===== src/rtl/ddr2b_pkg.sv =====
package ddr2b_pkg;
  parameter int ADDR_W = 4;
  parameter int DATA_W = 18;

  // one command held in the control pipeline
  typedef struct packed {
    logic              valid;
    logic              isWrite;
    logic [ADDR_W-1:0] addr;
  } cmd_t;

  // strobes from control to datapath for the current edge
  typedef struct packed {
    logic              wrEn;
    logic [ADDR_W-1:0] wrAddr;
    logic              rdEn;
    logic [ADDR_W-1:0] rdAddr;
  } strobe_t;
endpackage


===== src/rtl/ddr2b_ctrl.sv =====
module ddr2b_ctrl
  import ddr2b_pkg::*;
(
  input  logic              clk,
  input  logic              rstN,
  input  logic              clkRun,
  input  logic              cHeld,
  input  logic              ldN,
  input  logic              rwSel,
  input  logic [ADDR_W-1:0] addr,
  output logic              phK,
  output strobe_t           stb
);
  localparam logic [ADDR_W-1:0] BURST_FLIP = ADDR_W'(1);

  cmd_t stage1, stage2;

  always_ff @(posedge clk) begin
    if (!rstN) begin
      phK    <= 1'b1;
      stage1 <= '0;
      stage2 <= '0;
    end else if (clkRun) begin
      phK <= ~phK;
      if (phK) begin
        stage1 <= '{valid: ~ldN, isWrite: ~rwSel, addr: addr};
        stage2 <= stage1;
      end
    end
  end

  logic s1Rd, s1Wr, s2Rd, s2Wr;
  assign s1Rd = stage1.valid & ~stage1.isWrite;
  assign s1Wr = stage1.valid &  stage1.isWrite;
  assign s2Rd = stage2.valid & ~stage2.isWrite;
  assign s2Wr = stage2.valid &  stage2.isWrite;

  always_comb begin
    stb = '0;
    if (phK) begin
      stb.wrEn   = s1Wr;
      stb.wrAddr = stage1.addr;
      if (cHeld) begin
        stb.rdEn   = s1Rd;
        stb.rdAddr = stage1.addr;
      end else begin
        stb.rdEn   = s2Rd;
        stb.rdAddr = stage2.addr ^ BURST_FLIP;
      end
    end else begin
      stb.wrEn   = s2Wr;
      stb.wrAddr = stage2.addr ^ BURST_FLIP;
      stb.rdEn   = s2Rd;
      stb.rdAddr = cHeld ? (stage2.addr ^ BURST_FLIP) : stage2.addr;
    end
  end
endmodule


===== src/rtl/ddr2b_data.sv =====
module ddr2b_data
  import ddr2b_pkg::*;
(
  input  logic              clk,
  input  logic              rstN,
  input  logic              clkRun,
  input  strobe_t           stb,
  input  logic [DATA_W-1:0] din,
  output logic [DATA_W-1:0] dq,
  output logic              dqOe
);
  localparam int DEPTH = 2 ** ADDR_W;

  logic [DATA_W-1:0] mem [DEPTH];

  always_ff @(posedge clk) begin
    if (rstN && clkRun && stb.wrEn) mem[stb.wrAddr] <= din;
  end

  always_ff @(posedge clk) begin
    if (!rstN) begin
      dq   <= '0;
      dqOe <= 1'b0;
    end else if (clkRun) begin
      dqOe <= stb.rdEn;
      if (stb.rdEn) dq <= mem[stb.rdAddr];
    end
  end
endmodule


===== src/rtl/ddr2b_sram.sv =====
module ddr2b_sram
  import ddr2b_pkg::*;
(
  input  logic              clk,
  input  logic              rstN,
  input  logic              clkRun,
  input  logic              cHeld,
  input  logic              ldN,
  input  logic              rwSel,
  input  logic [ADDR_W-1:0] addr,
  input  logic [DATA_W-1:0] din,
  output logic [DATA_W-1:0] dq,
  output logic              dqOe
);
  strobe_t stb;
  logic    phK;

  ddr2b_ctrl u_ctrl (
    .clk(clk), .rstN(rstN), .clkRun(clkRun), .cHeld(cHeld),
    .ldN(ldN), .rwSel(rwSel), .addr(addr), .phK(phK), .stb(stb)
  );

  ddr2b_data u_data (
    .clk(clk), .rstN(rstN), .clkRun(clkRun), .stb(stb),
    .din(din), .dq(dq), .dqOe(dqOe)
  );
endmodule


===== config.mk =====
export PLATFORM = sky130hd
export DESIGN_NAME = ddr2b_sram
export DESIGN_NICKNAME = d
export VERILOG_FILES = /design/src/rtl/ddr2b_pkg.sv /design/src/rtl/ddr2b_ctrl.sv /design/src/rtl/ddr2b_data.sv /design/src/rtl/ddr2b_sram.sv
export SDC_FILE = /design/constraint.sdc
export NUM_CORES = 1
export LEC_CHECK = 0
export ABC_AREA = 1
export ABC_CLOCK_PERIOD_IN_PS = 6400
export BUFFER_PORTS_ARGS = -buffer_cell sky130_fd_sc_hd__buf_2
export CORE_MARGIN = 3
export CORE_UTILIZATION = 50
export DETAILED_ROUTE_END_ITERATION = 8
export PLACE_DENSITY = 0.74
export SLEW_MARGIN = 10
export SYNTH_ARGS = -nofsm -noshare
export SYNTH_HDL_FRONTEND = slang
export SYNTH_SLANG_ARGS = --single-unit

===== constraint.sdc =====
create_clock -name clk -period 6.4 [get_ports clk]
set_clock_uncertainty 0.2 [all_clocks]
set_input_delay 0.64 -clock clk [delete_from_list [all_inputs] [get_ports clk]]
set_output_delay 0.64 -clock clk [all_outputs]
set_load 0.005 [all_outputs]

* After elaboration in Yosys (flattened, before gate mapping)
Memory sizes are Yosys's and may differ from the RTL's. A register that Yosys moved wholly into a read port is not among the register bits. Cells that the tools add are included.
Word-level totals: flip-flop bits (word level) 14, memory bits (writable) 288, input bits 28, output and inout bits 19, word-level logic and storage cells 29, memories 1
Operators by class: muxes and demuxes 5, bitwise operators 10, reductions and logical operators 5
Memories:
- u_data.mem | depth 16, bits a word 18, read ports 1, clocked after memory_dff 1, wr ports 1, RTL line ddr2b_data.sv:14 | logic [DATA_W-1:0] mem [DEPTH];
Operators with widths (number):
- two-way mux 10 bit | 1
- inverter 1 bit | 6
- two-way mux 5 bit | 1
- bitwise AND 1 bit | 4
- AND reduction 2 bit | 2
- two-way mux 1 bit | 3
- logical AND 1 bit | 2
- zero test 1 bit | 1

* Logic depth before layout (Yosys ltp)
Gate-level depths: netlist of the first run.
word-level depth 7, mapped depth 14, gate-level depth less buffers 13

* By module
A second synthesis of the first run with hierarchy kept.
Second synthesis, totals: cell total of the unflattened synthesis 1178, area, all modules 12962.4 µm²
Modules (own cells, without submodules):
- ddr2b_data | instances 1, cells an instance 1074, area an instance 12316.8 µm², seq. area each 9028.7 µm²
- ddr2b_ctrl | instances 1, cells an instance 104, area an instance 645.6 µm², seq. area each 260.2 µm²

* Least setup slack after synthesis of the first run
No wires, ideal clock.
path type in2reg, start input clkRun, end memory u_data.mem[11][0] (enable), library setup time 0.393 ns, arrival time 2.272 ns, required time 5.807 ns, setup slack 3.536 ns, cell stages on the path 6, path buffers 0, cell sequence nand2_1 > inv_1 > o21ai_0 > a2111oi_2 > nand4_1 > nor2_1
On the way: longest elaborated chain between the ends 4
Ends and longest elaborated chain:
- from (decl) | RTL line ddr2b_sram.sv:6 | input logic clkRun,
- logical AND 1 bit (2 in series) | RTL line ddr2b_data.sv:17 | if (rstN && clkRun && stb.wrEn) mem[stb.wrAddr] <= din;
- two-way mux 1 bit | RTL line ddr2b_data.sv:17
- two-way mux 1 bit (implied by the code) | RTL line ddr2b_data.sv:17
- to (decl) | RTL line ddr2b_data.sv:14
Every way passes these cells.

* Worst setup path after layout of the first run
start register u_ctrl.phK, end register u_data.dq[14] (read register of u_data.mem)
On the way: longest elaborated chain between the ends 2
Ends and longest elaborated chain:
- from (decl) | RTL line ddr2b_ctrl.sv:11 | output logic phK,
- from (signal assigned) | RTL line ddr2b_ctrl.sv:24 | phK <= ~phK;
- two-way mux 10 bit (*) | RTL line ddr2b_ctrl.sv:40 | if (phK) begin
- AND reduction 2 bit (no source line)
- to (decl) | RTL line ddr2b_data.sv:9 | output logic [DATA_W-1:0] dq,
Mark *: on every way between the ends. The rest lies on a longest branch, timed or not. A chain may end at the register's enable or synchronous reset.

==> flow_metrics.py, run 1 <==
metrics = {
    "power_and_ir_drop": {
        "pwr-share-clk_pct": 39.6,
        "internal_power_mw": 3.49,
        "pwr-share-comb_pct": 10.6,
        "switching_share_pct": 24.6,
        "p_leak_nw": 5.96,
        "vdd_ir_drop_max_v": 0.000209,
        "switching_power_mw": 1.14,
        "power_frac_seq_pct": 49.8,
        "power-per-cell-area_mw_per_mm2": 307,
    },
    "yosys": {
        "ys_types": 23,
        "ys_ff_latch": 320,
        "synth_warnings": 0,
        "synth-compound-area-share_pct": 1.58,
        "synthAdderAreaFrac_pct": 0,
        "synth_top_family_by_area": "simple AND/OR/NAND/NOR gates",
        "avgSynthCellArea_um2": 10.6,
        "synthTopCellsByArea": "edfxtp_1, nand3_1, nand2_1",
        "synthXorXnorAreaFrac_pct": 0,
        "yosysSeqAreaShare_pct": 68.0,
        "syn-cell-area_mm2": 0.0137,
        "yosys.area_share.simple_pct": 24.4,
        "syn-instance-count": 1285,
        "synth_nets": 1313,
        "synth_top_area_share_pct": 63.3,
        "yosys.area.top_type": "edfxtp_1",
        "yosys-mux-area-fraction_pct": 0,
    },
    "hold_path": {
        "whs_path_depth": 2,
        "hp-class": "input pin to register",
        "hold_start": "rwSel",
        "min_to": "u_ctrl.stage1[4]",
    },
    "route": {
        "drt_iter0_markers": 1558,
        "via_per_inst": 5.80,
        "post_drt_wl_per_cell_um": 21.1,
        "first_pass_iters": 6,
        "vias": 9589,
        "postRouteAntennaNets": 0,
        "drcViolationCount": 0,
        "drt-total-wl_um": 35000,
    },
    "worst_setup_path": {
        "critPathMaxFanout": 81,
        "r2r_end": "u_data.dq[14]",
        "crit_slowest_cell": "nand2_4",
        "reg2reg_slack_ns": 2.02,
        "worstSetupEndpointType": "register",
        "startpoint_type": "register",
        "arrival_ns": 4.64,
        "reg2regPathDepth": 12,
        "max_stage_delay_ns": 1.01,
        "cpMostUsedCell": "nand3_1",
        "reg2reg_from": "u_ctrl.phK",
        "worstPathRequired_ns": 6.66,
        "crit_chain": "inv_2 -> nand2_2 -> nand3_4 -> nand2_4 -> buf_4 -> nand2_1 -> nand3_1 -> nand3_1 -> nand3_1 -> nand3_1 -> nand2_1 -> inv_1",
        "path_class": "register to register",
    },
    "timing": {
        "slew_viol_final": 0,
        "grt_setup_unrepaired": "no",
        "fin_setup_tns_ns": 0,
        "tightest_slew_ns": 1.25,
        "slew_headroom_pct": 16.4,
        "timing.hold.ws_ns": 0.0532,
        "hold_viol_final": 0,
        "finalCritPeriodShare_pct": 68.4,
        "fmax_mhz": 229,
        "setup_viol": 0,
        "min_period_ns": 4.38,
    },
    "clock_tree": {
        "cts_buffers": 31,
        "cts_setup_buffers": 0,
        "clockBufferDepth": 3,
        "ctsResizeCount": 0,
        "clkSlewWorstSetupHoldPaths_ns": 0.06,
        "insertion_delay_ns": 0.56,
        "h-tree-depth": 1,
        "cts_tree": "yes",
        "cts_hold_buf": 0,
        "root_buffer": "clkbuf_16",
        "numClockSinks": 320,
    },
    "finish": {
        "drive_gt1_share_pct": 9.86,
        "nets": 1323,
        "area_growth_pct": 10.6,
        "final_common_cell": "nand2_1",
        "final_cell_mix": "nand2_1, nand3_1, edfxtp_1",
        "fillCellCount": 2212,
        "insertedDiodeCount": 0,
    },
    "grt": {
        "grt_pass1_vias": 8911,
        "grt_first_pass_wirelength_um": 53400,
        "antenna_found_initial": 1,
        "grtUsageTotal_pct": 23.9,
        "overflow": 0,
        "grt_max_degree": 92,
    },
    "die": {
        "die_height_um": 171,
        "dieArea_mm2": 0.0293,
        "start_util_pct": 51.7,
        "pin_count": 47,
        "row_count": 59,
        "die_w_um": 171,
        "core_area_mm2": 0.0264,
    },
    "run_status": {
        "status": "finished, final reports clean",
    },
    "placement": {
        "io_buffer_count": 46,
        "place_congestion": 0.834,
        "dp_hpwl_um": 19900,
    },
    "job": {
        "drv_cap": 0,
    },
}
## cells by family after synthesis
logic type | Yosys count
flops | 320
simple gates | 728
buf+inv | 202
compound gates | 35
## critical path, delay by kind of cell (launching register included)
kind                   cells  cell delay, ns
and+or+nand+nor            9            2.46
DFF                        1            0.62
buffers and inverters      3            0.89
## flip-flops by register name, indices dropped and copies added, names as in the netlist
register,flops
u_data.mem,288
u_ctrl.stage1,6
u_ctrl.stage2,6
u_data.dqOe,1
u_ctrl.phK,1
u_data.dq,18
## cell usage after synthesis
| cell | number |
|---|---|
| edfxtp_1 | 288 |
| buf_6 | 1 |
| o21ai_0 | 13 |
| dfxtp_1 | 32 |
| nand2_1 | 317 |
| a21oi_2 | 1 |
| nand2_2 | 2 |
| nand2_4 | 2 |
| nand3b_1 | 54 |
| a2111oi_2 | 1 |
| o21ai_4 | 2 |
| a21oi_1 | 17 |
| inv_1 | 121 |
| buf_2 | 43 |
| nor2_1 | 58 |
| o21ai_2 | 1 |
| nand4_1 | 2 |
| buf_1 | 6 |
| clkinv_1 | 1 |
| clkbuf_1 | 23 |
| buf_4 | 3 |
| nand3_1 | 293 |
| inv_2 | 4 |
## layer usage
metal	global-route usage, %	routed length (µm)	share of wire [%]
met1	35.3	14200	41
met3	4.14	3750	11
met2	36.5	16000	46
met5	0	0	0
met4	7.56	1060	3.0
## power groups by stage
stage	Combinational, mW	Sequential [mW]	Clock, mW
after floorplan	0.320	2.34	0
after global placement	0.476	2.35	0
after detailed placement	0.483	2.35	0
after CTS	0.486	2.30	1.85
after global routing	0.542	2.30	1.94
final	0.491	2.30	1.84
## final cells by class
cell class              instances  area (µm²)  share of cell area (%)
clock buffers                  39         867                    5.74
clock inverters                18         163                    1.08
flip-flops and latches        320        9290                    61.5
inverters                     126         473                    3.13
multi-input cells             763        3610                    23.9
well taps                     335         419                    2.77
repair buffers                 53         283                    1.87
## worst max path at each step
stage | from | to | slack (ns) | cells after the start
4_1_cts | u_ctrl.phK | u_data.dq[14] | 2.15 | 12
3_5_place_dp | cHeld | u_data.dq[14] | 2.12 | 12
6_report | u_ctrl.phK | u_data.dq[14] | 2.02 | 12
3_3_place_gp | cHeld | u_data.dq[5] | 2.14 | 13
5_1_grt | u_ctrl.phK | u_data.dq[5] | 1.73 | 13
2_1_floorplan | clkRun | u_data.mem[11][0] | 3.54 | 6
## stage by stage
stage	setup slack (ns)	cell area, µm²	instances	utilization [%]	power, mW
6_report	2.02	15100	1654	57.2	4.63
5_1_grt	1.73	15100	1654	57.2	4.79
4_1_cts	2.15	15100	1654	57.1	4.64
3_5_place_dp	2.12	14100	1597	53.2	2.83
3_3_place_gp	2.14	14100	1597	53.2	2.82
2_1_floorplan	3.54	13700	1285	-	2.66
No activity file was read; power rests on OpenSTA's default activity.
==> run 2, diff against run 1 <==
- ABC_AREA: 1 -> 0
- ABC_CLOCK_PERIOD_IN_PS: 6400 -> 4600
- PLACE_DENSITY: 0.74 -> 0.75
- clock period: 6.4 -> 4.6 ns (I/O delays scaled with it)
==> run 2 against run 1 <==
  * Critical path depth decreased by 6
  * Synthesized cell count decreased by 38%
  * Combinational power decreased by 48%
  * Global-route usage decreased by 2.3 points
  * Cell count decreased by 27%
  * Synthesized area decreased by 8.3%
  * Die area decreased by 8.0%
  * Non-clock buffer count increased by 21
  * Critical endpoint is now u_data.dq[1]
  * Highest routed layer unchanged
==> flow_metrics.py, run 2 <==
metrics = {
    "finish": {
        "drive_gt1_share_pct": 21.2,
        "insertedDiodeCount": 0,
        "area_growth_pct": 13.8,
        "largest_register_ffs": 288,
        "largest_register": "u_data.mem",
        "nets": 889,
        "fin_cells": 1209,
        "final_cell_mix": "edfxtp_1, nand2_1, nand3_1",
        "largestRegisters": "u_data.mem (288), u_data.dq (18)",
        "design_area_mm2": 0.0143,
        "final_common_cell": "edfxtp_1",
    },
    "hold_path": {
        "hp-class": "input pin to register",
    },
    "run_status": {
        "status": "finished, final reports clean",
    },
    "clock_tree": {
        "clkSlewWorstSetupHoldPaths_ns": 0.07,
        "cts_buffers": 31,
        "numClockSinks": 320,
        "root_buffer": "clkbuf_16",
        "cts_tree": "yes",
        "ctsResizeCount": 0,
        "h-tree-depth": 1,
        "clockBufferDepth": 3,
        "cts_setup_buffers": 0,
        "insertion_delay_ns": 0.55,
        "cts_hold_buf": 6,
    },
    "worst_setup_path": {
        "cp_num_buf_inv": 1,
        "startpoint_type": "register",
        "cpMostUsedCell": "nand3_1",
        "cp_top_family": "simple AND/OR/NAND/NOR gates",
        "worstPathRequired_ns": 4.84,
        "worstSetupEndpointType": "register",
        "arrival_ns": 3.54,
        "path_class": "register to register",
        "crit_slowest_cell": "dfxtp_1",
        "max_stage_delay_ns": 0.94,
        "critPathMaxFanout": 44,
        "crit_chain": "nand3_1 -> nand2_4 -> buf_12 -> mux4_2 -> a22oi_1 -> nand3_1",
    },
    "timing": {
        "setup_viol": 0,
        "tightest_slew_ns": 1.25,
        "fin_setup_tns_ns": 0,
        "fmax_mhz": 303,
        "grt_setup_unrepaired": "no",
        "slew_headroom_pct": 16.3,
        "min_period_ns": 3.30,
        "slew_viol_final": 0,
        "hold_viol_final": 0,
        "finalCritPeriodShare_pct": 71.8,
    },
    "yosys": {
        "synth_top_family_by_area": "simple AND/OR/NAND/NOR gates",
        "synth_top_area_share_pct": 69.1,
        "yosysSeqAreaShare_pct": 74.2,
        "yosys.area.top_type": "edfxtp_1",
        "synth-compound-area-share_pct": 6.56,
        "yosys_most_used_dff": "edfxtp_1",
        "synth_nets": 830,
        "ys_types": 53,
        "synthXorXnorAreaFrac_pct": 0.140,
        "synthTopCellsByArea": "edfxtp_1, mux4_2, nand2_1",
        "async_flop_share_pct": 0,
        "synthAdderAreaFrac_pct": 0,
        "yosys.area_share.simple_pct": 9.82,
        "syn-instance-count": 802,
        "synth_warnings": 0,
        "ys_ff_latch": 320,
        "syn-cell-area_mm2": 0.0125,
        "yosys-mux-area-fraction_pct": 6.80,
        "yosysMostFrequentCell": "edfxtp_1",
        "synth_edf_count": 288,
        "yosys-top-cells-count": "edfxtp_1, nand2_1, nand3_1",
        "avgSynthCellArea_um2": 15.6,
    },
    "power_and_ir_drop": {
        "p_leak_nw": 4.68,
        "internal_power_mw": 4.89,
        "power_frac_seq_pct": 52.1,
        "switching_share_pct": 20.2,
        "vdd_ir_drop_max_v": 0.000336,
        "pwr-share-clk_pct": 43.8,
        "pwr-share-comb_pct": 4.1,
        "p_total_mw": 6.14,
        "power-per-cell-area_mw_per_mm2": 430,
        "switching_power_mw": 1.24,
    },
    "route": {
        "via_per_inst": 6.05,
        "postRouteAntennaNets": 0,
        "post_drt_wl_per_cell_um": 23.7,
        "vias": 7313,
        "drt_iter0_markers": 773,
        "drcViolationCount": 0,
        "first_pass_iters": 5,
        "drt-total-wl_um": 28600,
    },
    "grt": {
        "grt_first_pass_wirelength_um": 43400,
        "top_usage_layer": "met2",
        "grt_max_degree": 45,
        "antenna_found_initial": 0,
        "overflow": 0,
        "grtUsageTotal_pct": 21.6,
        "grt_pass1_vias": 7211,
        "use_met2_pct": 34.7,
        "grtUsageMet1_pct": 29.5,
        "grt_use_met3_pct": 4.14,
    },
    "placement": {
        "dp.cells": 1146,
        "dp_hpwl_um": 15200,
        "place_congestion": 0.782,
        "placed_cell_area_mm2": 0.0131,
        "io_buffer_count": 46,
    },
    "die": {
        "pin_count": 47,
        "die_w_um": 164,
        "dieArea_mm2": 0.0270,
        "die_height_um": 164,
        "start_util_pct": 51.2,
        "row_count": 57,
        "core_area_mm2": 0.0245,
    },
    "job": {
        "drv_cap": 0,
    },
}
## run 2: power groups by stage
stage / Clock [mW] / Sequential, mW / Combinational, mW
4_1_cts: 2.71 / 3.20 / 0.252
2_1_floorplan: 0 / 3.25 / 0.167
6_report: 2.69 / 3.20 / 0.253
3_5_place_dp: 0 / 3.26 / 0.246
5_1_grt: 2.82 / 3.20 / 0.277
3_3_place_gp: 0 / 3.26 / 0.239
## run 2: per-layer routing
metal / vias up / share of wire (%)
li1: 3191 / -
met5: - / 0
met4: 0 / 3.1
met2: 366 / 49
met3: 75 / 8.4
met1: 3681 / 39
## run 2: worst register-to-register path, delay by kind of cell (launching register included)
family	cells	cell delay, ns
compound gates	1	0.20
buf+inv	1	0.32
flops	1	0.94
mux	1	0.59
simple gates	3	0.95
## run 2: cells by family after synthesis
logic type / after synthesis
AOI/OAI and AO/OA: 108
xor gates and xnor gates: 2
muxes: 39
DFF: 320
and+or+nand+nor: 281
buffers and inverters: 52
## run 2: final timing paths
kind | startpoint | depth (start not counted) | endpoint | slack (ns)
hold / removal | rstN | 2 | u_ctrl.phK | 0.05
setup reg to reg | u_ctrl.phK | 6 | u_data.dq[1] | 1.30
hold reg to reg | u_data.dq[7] | 2 | u_data.dq[7] | 0.25
setup / recovery | u_ctrl.phK | 6 | u_data.dq[1] | 1.30
## run 2: cell type report
cell class	count	area (µm²)
clock inverters	21	264
flip-flops and latches	320	9290
fillers	1755	10200
inverters	4	15.0
multi-input cells	430	2970
well taps	324	405
repair buffers	74	480
clock buffers	36	835
## run 2: stage by stage
step           worst slack [ns]  util (%)  hold WS [ns]
6_report                   1.30      58.3        0.0457
5_1_grt                    1.04      58.3        0.0547
4_1_cts                    1.28      58.3        0.0240
3_5_place_dp               1.32      53.6         0.245
3_3_place_gp               1.46      53.6         0.243
2_1_floorplan              1.86         -         0.250
